--- src/rtl/lbu_pkg.sv ---
package lbu_pkg;
    localparam int unsigned XLEN      = 32;
    localparam int unsigned REG_IDX_W = 4;
    localparam int unsigned BYTE_W    = 8;
    localparam int unsigned OFF_W     = 12;

    typedef enum logic [2:0] {
        OP_EXEC, OP_LITERAL, OP_PRELOAD, OP_UNPRIV, OP_UNDEF
    } op_kind_e;

    typedef struct packed {
        op_kind_e               kind;
        logic [REG_IDX_W-1:0]   base_idx;
        logic [REG_IDX_W-1:0]   dest_idx;
        logic [OFF_W-1:0]       offset;
        logic                   pre_index;
        logic                   add_off;
        logic                   write_back;
    } dec_t;

    typedef enum logic { ST_IDLE, ST_WAIT } st_e;

    typedef struct packed {
        st_e                    st;
        logic                   retire;
        logic                   req;
        logic [XLEN-1:0]        addr;
        logic [REG_IDX_W-1:0]   dst;
        logic                   wb_pend;
        logic [REG_IDX_W-1:0]   wbi;
        logic [XLEN-1:0]        wbd;
        logic                   dwe;
        logic [XLEN-1:0]        ddata;
        logic                   wbwe;
        logic                   f_lit;
        logic                   f_pre;
        logic                   f_unp;
        logic                   f_und;
    } ctl_t;
endpackage

--- src/rtl/lbu_decode.sv ---
module lbu_decode
    import lbu_pkg::*;
(
    input  logic [XLEN-1:0] word,
    input  logic            mixed_set,
    output dec_t            dec
);
    localparam logic [REG_IDX_W-1:0] PC_IDX = '1;

    logic [REG_IDX_W-1:0] w_base, w_dest;
    logic b_p, b_u, b_w, fx_p, fx_u, fx_w, fx_wb;

    assign w_base = word[19:16];
    assign w_dest = word[15:12];
    assign fx_p   = word[24];
    assign fx_u   = word[23];
    assign fx_w   = word[21];
    assign fx_wb  = !fx_p || fx_w;
    assign b_p    = word[10];
    assign b_u    = word[9];
    assign b_w    = word[8];

    always_comb begin
        dec          = '0;
        dec.kind     = OP_UNDEF;
        dec.base_idx = w_base;
        dec.dest_idx = w_dest;
        if (!mixed_set) begin
            dec.offset     = word[11:0];
            dec.pre_index  = fx_p;
            dec.add_off    = fx_u;
            dec.write_back = fx_wb;
            if (word[27:25] != 3'b010 || !word[22] || !word[20] || word[31:28] == 4'hF)
                dec.kind = OP_UNDEF;
            else if (w_base == PC_IDX)
                dec.kind = OP_LITERAL;
            else if (!fx_p && fx_w)
                dec.kind = OP_UNPRIV;
            else if (w_dest == PC_IDX || (fx_wb && w_base == w_dest))
                dec.kind = OP_UNDEF;
            else
                dec.kind = OP_EXEC;
        end else if (word[31:16] == 16'h0000) begin
            dec.base_idx  = {1'b0, word[5:3]};
            dec.dest_idx  = {1'b0, word[2:0]};
            dec.offset    = {{(OFF_W-5){1'b0}}, word[10:6]};
            dec.pre_index = 1'b1;
            dec.add_off   = 1'b1;
            dec.kind      = (word[15:11] == 5'b01111) ? OP_EXEC : OP_UNDEF;
        end else if (word[31:20] == 12'hF89) begin
            dec.offset    = word[11:0];
            dec.pre_index = 1'b1;
            dec.add_off   = 1'b1;
            if (w_dest == PC_IDX)      dec.kind = OP_PRELOAD;
            else if (w_base == PC_IDX) dec.kind = OP_LITERAL;
            else                       dec.kind = OP_EXEC;
        end else if (word[31:20] == 12'hF81 && word[11]) begin
            dec.offset     = {{(OFF_W-8){1'b0}}, word[7:0]};
            dec.pre_index  = b_p;
            dec.add_off    = b_u;
            dec.write_back = b_w;
            if (w_dest == PC_IDX && b_p && !b_u && !b_w)
                dec.kind = OP_PRELOAD;
            else if (w_base == PC_IDX)
                dec.kind = OP_LITERAL;
            else if (b_p && b_u && !b_w)
                dec.kind = OP_UNPRIV;
            else if (!b_p && !b_w)
                dec.kind = OP_UNDEF;
            else if ((w_dest == PC_IDX && b_w) || (b_w && w_base == w_dest))
                dec.kind = OP_UNDEF;
            else
                dec.kind = OP_EXEC;
        end
    end
endmodule

--- src/rtl/lbu_agen.sv ---
module lbu_agen #(
    parameter int unsigned W     = 32,
    parameter int unsigned OFF_W = 12
) (
    input  logic [W-1:0]     base,
    input  logic [OFF_W-1:0] offset,
    input  logic             add_off,
    input  logic             pre_index,
    output logic [W-1:0]     access_addr,
    output logic [W-1:0]     update_addr
);
    logic [W-1:0] off_ext;
    assign off_ext     = {{(W-OFF_W){1'b0}}, offset};
    assign update_addr = add_off ? (base + off_ext) : (base - off_ext);
    assign access_addr = pre_index ? update_addr : base;
endmodule

--- src/rtl/lbu_byte_load.sv ---
module lbu_byte_load
    import lbu_pkg::*;
(
    input  logic                 clk,
    input  logic                 rst_n,
    input  logic                 instr_valid,
    input  logic [XLEN-1:0]      instr_word,
    input  logic                 mixed_set,
    input  logic                 cond_pass,
    output logic                 instr_ready,
    output logic [REG_IDX_W-1:0] base_sel,
    input  logic [XLEN-1:0]      base_val,
    output logic                 mem_req,
    output logic [XLEN-1:0]      mem_addr,
    input  logic                 mem_rsp_valid,
    input  logic [BYTE_W-1:0]    mem_rsp_byte,
    output logic                 retire,
    output logic                 dst_we,
    output logic [REG_IDX_W-1:0] dst_idx,
    output logic [XLEN-1:0]      dst_data,
    output logic                 wb_we,
    output logic [REG_IDX_W-1:0] wb_idx,
    output logic [XLEN-1:0]      wb_data,
    output logic                 flag_literal,
    output logic                 flag_preload,
    output logic                 flag_unpriv,
    output logic                 flag_undef
);
    dec_t            dec;
    ctl_t            ctl_d, ctl_q;
    logic [XLEN-1:0] acc_addr, upd_addr;

    lbu_decode u_dec (
        .word      (instr_word),
        .mixed_set (mixed_set),
        .dec       (dec)
    );

    lbu_agen #(.W(XLEN), .OFF_W(OFF_W)) u_agen (
        .base        (base_val),
        .offset      (dec.offset),
        .add_off     (dec.add_off),
        .pre_index   (dec.pre_index),
        .access_addr (acc_addr),
        .update_addr (upd_addr)
    );

    assign base_sel = dec.base_idx;

    always_comb begin
        ctl_d        = ctl_q;
        ctl_d.retire = 1'b0;
        ctl_d.req    = 1'b0;
        ctl_d.dwe    = 1'b0;
        ctl_d.wbwe   = 1'b0;
        ctl_d.f_lit  = 1'b0;
        ctl_d.f_pre  = 1'b0;
        ctl_d.f_unp  = 1'b0;
        ctl_d.f_und  = 1'b0;
        case (ctl_q.st)
            ST_IDLE: begin
                if (instr_valid) begin
                    if (!cond_pass) begin
                        ctl_d.retire = 1'b1;
                    end else begin
                        case (dec.kind)
                            OP_EXEC: begin
                                ctl_d.st      = ST_WAIT;
                                ctl_d.req     = 1'b1;
                                ctl_d.addr    = acc_addr;
                                ctl_d.dst     = dec.dest_idx;
                                ctl_d.wb_pend = dec.write_back;
                                ctl_d.wbi     = dec.base_idx;
                                ctl_d.wbd     = upd_addr;
                            end
                            OP_LITERAL: begin ctl_d.retire = 1'b1; ctl_d.f_lit = 1'b1; end
                            OP_PRELOAD: begin ctl_d.retire = 1'b1; ctl_d.f_pre = 1'b1; end
                            OP_UNPRIV:  begin ctl_d.retire = 1'b1; ctl_d.f_unp = 1'b1; end
                            default:    begin ctl_d.retire = 1'b1; ctl_d.f_und = 1'b1; end
                        endcase
                    end
                end
            end
            default: begin
                if (mem_rsp_valid) begin
                    ctl_d.st     = ST_IDLE;
                    ctl_d.retire = 1'b1;
                    ctl_d.dwe    = 1'b1;
                    ctl_d.ddata  = {{(XLEN-BYTE_W){1'b0}}, mem_rsp_byte};
                    ctl_d.wbwe   = ctl_q.wb_pend;
                end
            end
        endcase
    end

    always_ff @(posedge clk) begin
        if (!rst_n) ctl_q <= '0;
        else        ctl_q <= ctl_d;
    end

    assign instr_ready  = (ctl_q.st == ST_IDLE);
    assign mem_req      = ctl_q.req;
    assign mem_addr     = ctl_q.addr;
    assign retire       = ctl_q.retire;
    assign dst_we       = ctl_q.dwe;
    assign dst_idx      = ctl_q.dst;
    assign dst_data     = ctl_q.ddata;
    assign wb_we        = ctl_q.wbwe;
    assign wb_idx       = ctl_q.wbi;
    assign wb_data      = ctl_q.wbd;
    assign flag_literal = ctl_q.f_lit;
    assign flag_preload = ctl_q.f_pre;
    assign flag_unpriv  = ctl_q.f_unp;
    assign flag_undef   = ctl_q.f_und;

    assert_flags_onehot_R11: assert property (@(posedge clk) disable iff (!rst_n)
        $onehot0({flag_literal, flag_preload, flag_unpriv, flag_undef}));
    assert_flag_needs_retire_R11: assert property (@(posedge clk) disable iff (!rst_n)
        (flag_literal || flag_preload || flag_unpriv || flag_undef) |-> retire);
    assert_req_after_accept_R3: assert property (@(posedge clk) disable iff (!rst_n)
        mem_req |-> $past(instr_valid && instr_ready && cond_pass));
    assert_write_on_retire_R3: assert property (@(posedge clk) disable iff (!rst_n)
        (dst_we || wb_we) |-> retire);
    assert_undef_quiet_R9: assert property (@(posedge clk) disable iff (!rst_n)
        flag_undef |-> (!mem_req && !dst_we && !wb_we));
    assert_busy_not_ready_R12: assert property (@(posedge clk) disable iff (!rst_n)
        mem_req |-> !instr_ready);
    assert_ports_distinct_R4: assert property (@(posedge clk) disable iff (!rst_n)
        (dst_we && wb_we) |-> (dst_idx != wb_idx));
    assert_single_req_R3: assert property (@(posedge clk) disable iff (!rst_n)
        mem_req |=> !mem_req);
endmodule

--- config.mk ---
export PLATFORM = sky130hd
export DESIGN_NAME = lbu_byte_load
export DESIGN_NICKNAME = d
export VERILOG_FILES = /design/src/rtl/lbu_pkg.sv /design/src/rtl/lbu_decode.sv /design/src/rtl/lbu_agen.sv /design/src/rtl/lbu_byte_load.sv
export SDC_FILE = /design/constraint.sdc
export NUM_CORES = 1
export LEC_CHECK = 0
export CAP_MARGIN = 25
export CORE_ASPECT_RATIO = 0.8
export CORE_UTILIZATION = 30
export CTS_BUF_LIST = sky130_fd_sc_hd__clkbuf_4 sky130_fd_sc_hd__clkbuf_8 sky130_fd_sc_hd__clkbuf_16
export CTS_CLUSTER_DIAMETER = 50
export DETAILED_ROUTE_END_ITERATION = 8
export PLACE_DENSITY_LB_ADDON = 0.05
export SETUP_SLACK_MARGIN = 0.1
export SYNTH_ARGS = -nofsm -noshare
export SYNTH_HDL_FRONTEND = slang
export SYNTH_HIERARCHICAL = 1
export SYNTH_SLANG_ARGS = --single-unit
--- constraint.sdc ---
create_clock -name clk -period 19.5 [get_ports clk]
set_clock_uncertainty 0.1 [all_clocks]
set_input_delay 5.85 -clock clk [delete_from_list [all_inputs] [get_ports clk]]
set_output_delay 5.85 -clock clk [all_outputs]
set_load 0.01 [all_outputs]
Yosys cells after proc, flatten, opt, wreduce, memory -nomap -nowiden
Index checks and enable logic that the tools add are counted.
Widths: inputs -> output; s select.

word-level totals
  register bits = 90
  bits of input ports = 78
  output and inout port bits = 117
  word-level logic and storage cells = 103

operators by class
  add/subtract/negate cells = 2
  eq/ne operators = 11
  multiplexer cells = 40
  bitwise logic cells = 4
  reductions and logical operators = 31

operators by type and width
  operator              number
  $mux 74               2
  $mux 76               1
  $mux 32               2
  $mux 3                15
  $mux 34               1
  $add 32x12->32        1
  $sub 32x12->32        1
  $mux 14               2
  $eq 12x12->1 const B  2
  $logic_not 16->1      1
  $mux 8                2
  $mux 15               1
  $eq 4x4->1 const B    3
  $logic_and 1x1->1     11
  $mux 1                11
  $mux 11               1
  $reduce_or 4->1       2
  $eq 3x2->1 const B    2
  $logic_not 1->1       6
  $logic_or 1x1->1      6
  $eq 5x4->1 const B    1
  $eq 4x4->1            1
  $mux 2                2
  $not 1->1             4
  other kinds (6)       7

Depth between registers and ports, before layout
  depth in word-level cells = 17
  mapped depth = 23
  depth with buffers taken out = 20

Hierarchy
The synthesis kept the hierarchy.

modules (own cells, without submodules)
  module         instances  cells an instance  area each (um^2)  seq. area each (um^2)
  lbu_byte_load  1          485                4,326.6           1,801.7
  lbu_agen       1          356                2,518.7           0.0
  lbu_decode     1          82                 563.0             0.0

Least setup slack after synthesis
Ideal clock, no wire load.

  kind = in2out
  start = in instr_word[21]
  end = out base_sel[0]
  arrival = 6.832 ns
  data required time = 13.550 ns
  setup slack = 6.718 ns
  cell stages on the path = 5
  buffers on the path = 1
  cells stage by stage = nor4_4 -> nand4_2 -> nor2_4 -> buf_6 -> a21o_1

on the way
  word-level cells in the longest chain between the ends = 3

RTL lines
  item              RTL line             RTL
  from (decl)       lbu_byte_load.sv:7   input logic [XLEN-1:0] instr_word,
  $logic_not 16->1  lbu_decode.sv:43     end else if (word[31:16] == 16'h0000) begin
  $mux 8            lbu_decode.sv:43
  $mux 8            lbu_decode.sv:28     if (!mixed_set) begin
  to (decl)         lbu_byte_load.sv:11  output logic [REG_IDX_W-1:0] base_sel,

Every way passes these cells.

Worst setup path in the final report
  start = in instr_word[18]
  end = out base_sel[0]

Same word-level chain as after synthesis.

==> impl_metrics.ini <==
[critical_path]
worstRegToRegCells = 4
critPathMaxStageDelay_ns = 0.55
rrSetupSlack_ns = 17.18
slowest_stage = clkdlybuf4s50_1
crit_top_cell = clkdlybuf4s50_1
crit_arrival_ns = 8.19
critical_path.max_fanout = 12
setup.worst_path.start = instr_word[18]
crit_path_cell_trace = clkdlybuf4s50_1 -> nor4_1 -> nand4_2 -> nor2_4 -> a21o_1 -> clkdlybuf4s50_1
r2r_start = ctl_q[113]
critical_path_class = in2out
timing.critical_path.required_ns = 13.55
crit_path_start_kind = input port
crit_buf_inv = 2
r2r-end = mem_addr[1]
end_kind = primary output
crit_family = buffers and inverters

[routing]
avgRoutedWirePerCell_um = 16.3
drt-total-wl_mm = 21.2
via_count = 6299
ant_nets = 0
viasPerCell = 4.83
first_pass_iters = 5
drc = 0
drtIter0Drc = 341

[power]
ir_drop_uv = 37.0
p_leak_nw = 3.27
p_per_area_nw_per_um2 = 65.1
p_total_mw = 0.581

[clocking]
cts_root_buf = clkbuf_16
cts_buffers = 9
htreeDepth = 3
cts_buffer_depth = 2
cts_tree = built
clkTransAtPathRegs_ns = 0.06
ctsHoldBuffers = 0
clock_latency_ns = 0.35
cts.sinks = 90
post_cts_buffers = 0
cts_resized = 0

[global_routing]
grt_pass1_vias = 5849
grt_pass1_wl_mm = 32.9
antenna_found_initial = 0
grt-ovfl-total = 0
grt_max_degree = 92
gr-usage-all-layers_pct = 16.8

[logic_synthesis]
synth_top_family_by_area = simple AND/OR/NAND/NOR gates
synthSimpleGateAreaFrac_pct = 20.7
ys_warn_count = 6
synthCells = 923
yosys_most_used_dff = dfxtp_1
ys_ff_latch = 90
yosysTopAreaCell = dfxtp_1
synthTopCellsByArea = dfxtp_1 24%, buf_4 11%, mux2i_1 10%
muxShareOfSynthArea_pct = 14.5
postSynth.asyncResetShare_pct = 0
synth_top_area_share_pct = 24.3
yosysSeqAreaShare_pct = 24.3
yosys.area_share.xor_xnor_pct = 4.73
synthesis.area_um2 = 7410
synth_edf_count = 0
synthAdderAreaFrac_pct = 5.84
yosysUniqueCellTypes = 76
synth-compound-area-share_pct = 14.6
syn_area_per_cell_um2 = 8.03

[die]
die_h_um = 143
core-area_um2 = 24300
initial_core_util_pct = 30.5
row_count = 51
die_x_um = 178
die_area_um2 = 25300
io_pins = 195

[timing]
final.setup.tns_ns = 0
rsz0062_at_grt = no
max_freq_mhz = 70.7
finalHoldViolCount = 0
period_needed_ns = 14.14
tightest_slew_ns = 0.897
slew_headroom_pct = 40.2
post-route-period-util_pct = 72.5
setup_viol_count_final = 0
slew_viol_final = 0
timing.hold.ws_ns = 0.355

[worst_hold_path]
min_path_cells = 2
whs_endpoint = mem_addr[29]
hold_path.class = reg2reg
min_from = mem_addr[29]

[layout]
mostFrequentLayoutCells = 197 x nand2_1, 169 x clkdlybuf4s50_1, 90 x dfxtp_1
syn2layout_area_growth_pct = 20.5
drive_above_1_share_pct = 7.11
layout_commonest_cell = nand2_1
instances_no_fill = 1303
nets = 1093
insertedDiodeCount = 0

[place]
place_congestion = 0.845
io_buffers = 170
dp.cells = 1288
dp_hpwl_mm = 16.0

[outcome]
status = complete, no violations

[job]
cap_violations = 0
[kinds of logic (layout without fill, tap and decap cells)]
logic type | count (synthesis) | count (layout)
AND/OR/NAND/NOR | 332 | 332
buffers and inverters | 164 | 203
AO/OA/AOI/OAI | 159 | 159
multiplexers | 103 | 103
flip-flops | 90 | 90
XOR/XNOR | 40 | 40
adder cells (fa/ha/maj) | 34 | 34
other | 1 | 24
[metal layers]
| metal | track usage [%] | vias up | wire (um) |
|---|---|---|---|
| li1 | - | 3215 | - |
| met1 | 25.5 | 2897 | 11300 |
| met2 | 23.7 | 167 | 8530 |
| met3 | 3.42 | 20 | 1120 |
| met4 | 4.23 | 0 | 269 |
| met5 | 0 | - | 0 |
[worst register-to-register path, stage by stage, from the launching register on]
cell	delay, ns
dfxtp_1	0.35
inv_2	0.08
and4_4	0.67
buf_4	0.74
mux2i_1	0.31
[flip-flops by register name, summed over array words and instances, names as in the netlist]
register,count
ctl_q,2
retire,1
flag_preload,1
flag_unpriv,1
dst_data,8
mem_addr,32
wb_idx,4
dst_we,1
flag_literal,1
mem_req,1
dst_idx,4
wb_data,32
wb_we,1
flag_undef,1
[per-stage QoR]
step	worst slack (ns)	instance area, um2	util (%)
finish	5.36	8930	36.7
global route	5.24	8930	36.7
CTS	5.39	8930	36.7
detailed placement	5.40	8560	35.2
global placement	5.42	8550	35.2
floorplan	6.72	7490	-
[report_power, final]
part	total, mW	switching (mW)	internal, mW
Clock	0.220	0.0812	0.139
Combinational	0.176	0.102	0.0745
Sequential	0.185	0.000270	0.184
[final cells by class]
class                      instances  area, um2
timing repair buffer             175       1740
inverter                          13       48.8
clock inverter                     6        139
sequential                        90       1800
tap                              318        398
clock buffer                       9        225
multi-input combinational        692       4570
fill                            2559      15400
[cells in the mapped netlist, types with 13 or more instances]
cell	count
a21oi_1	46
and2_1	13
buf_4	106
clkbuf_1	29
dfxtp_1	90
ha_1	33
mux2_2	28
mux2i_1	74
nand2_1	197
nand4_1	13
nor2_1	41
nor3_1	13
o21ai_0	27
xnor2_1	20
xor2_1	20
[worst max-delay path by stage]
stage	end	slack (ns)	depth (start not counted)
2_1_floorplan	base_sel[0]	6.72	5
3_3_place_gp	base_sel[1]	5.42	6
3_5_place_dp	base_sel[0]	5.40	6
4_1_cts	base_sel[0]	5.39	6
5_1_grt	base_sel[0]	5.24	6
6_report	base_sel[0]	5.36	6
Power figures use the tool's default switching activity.
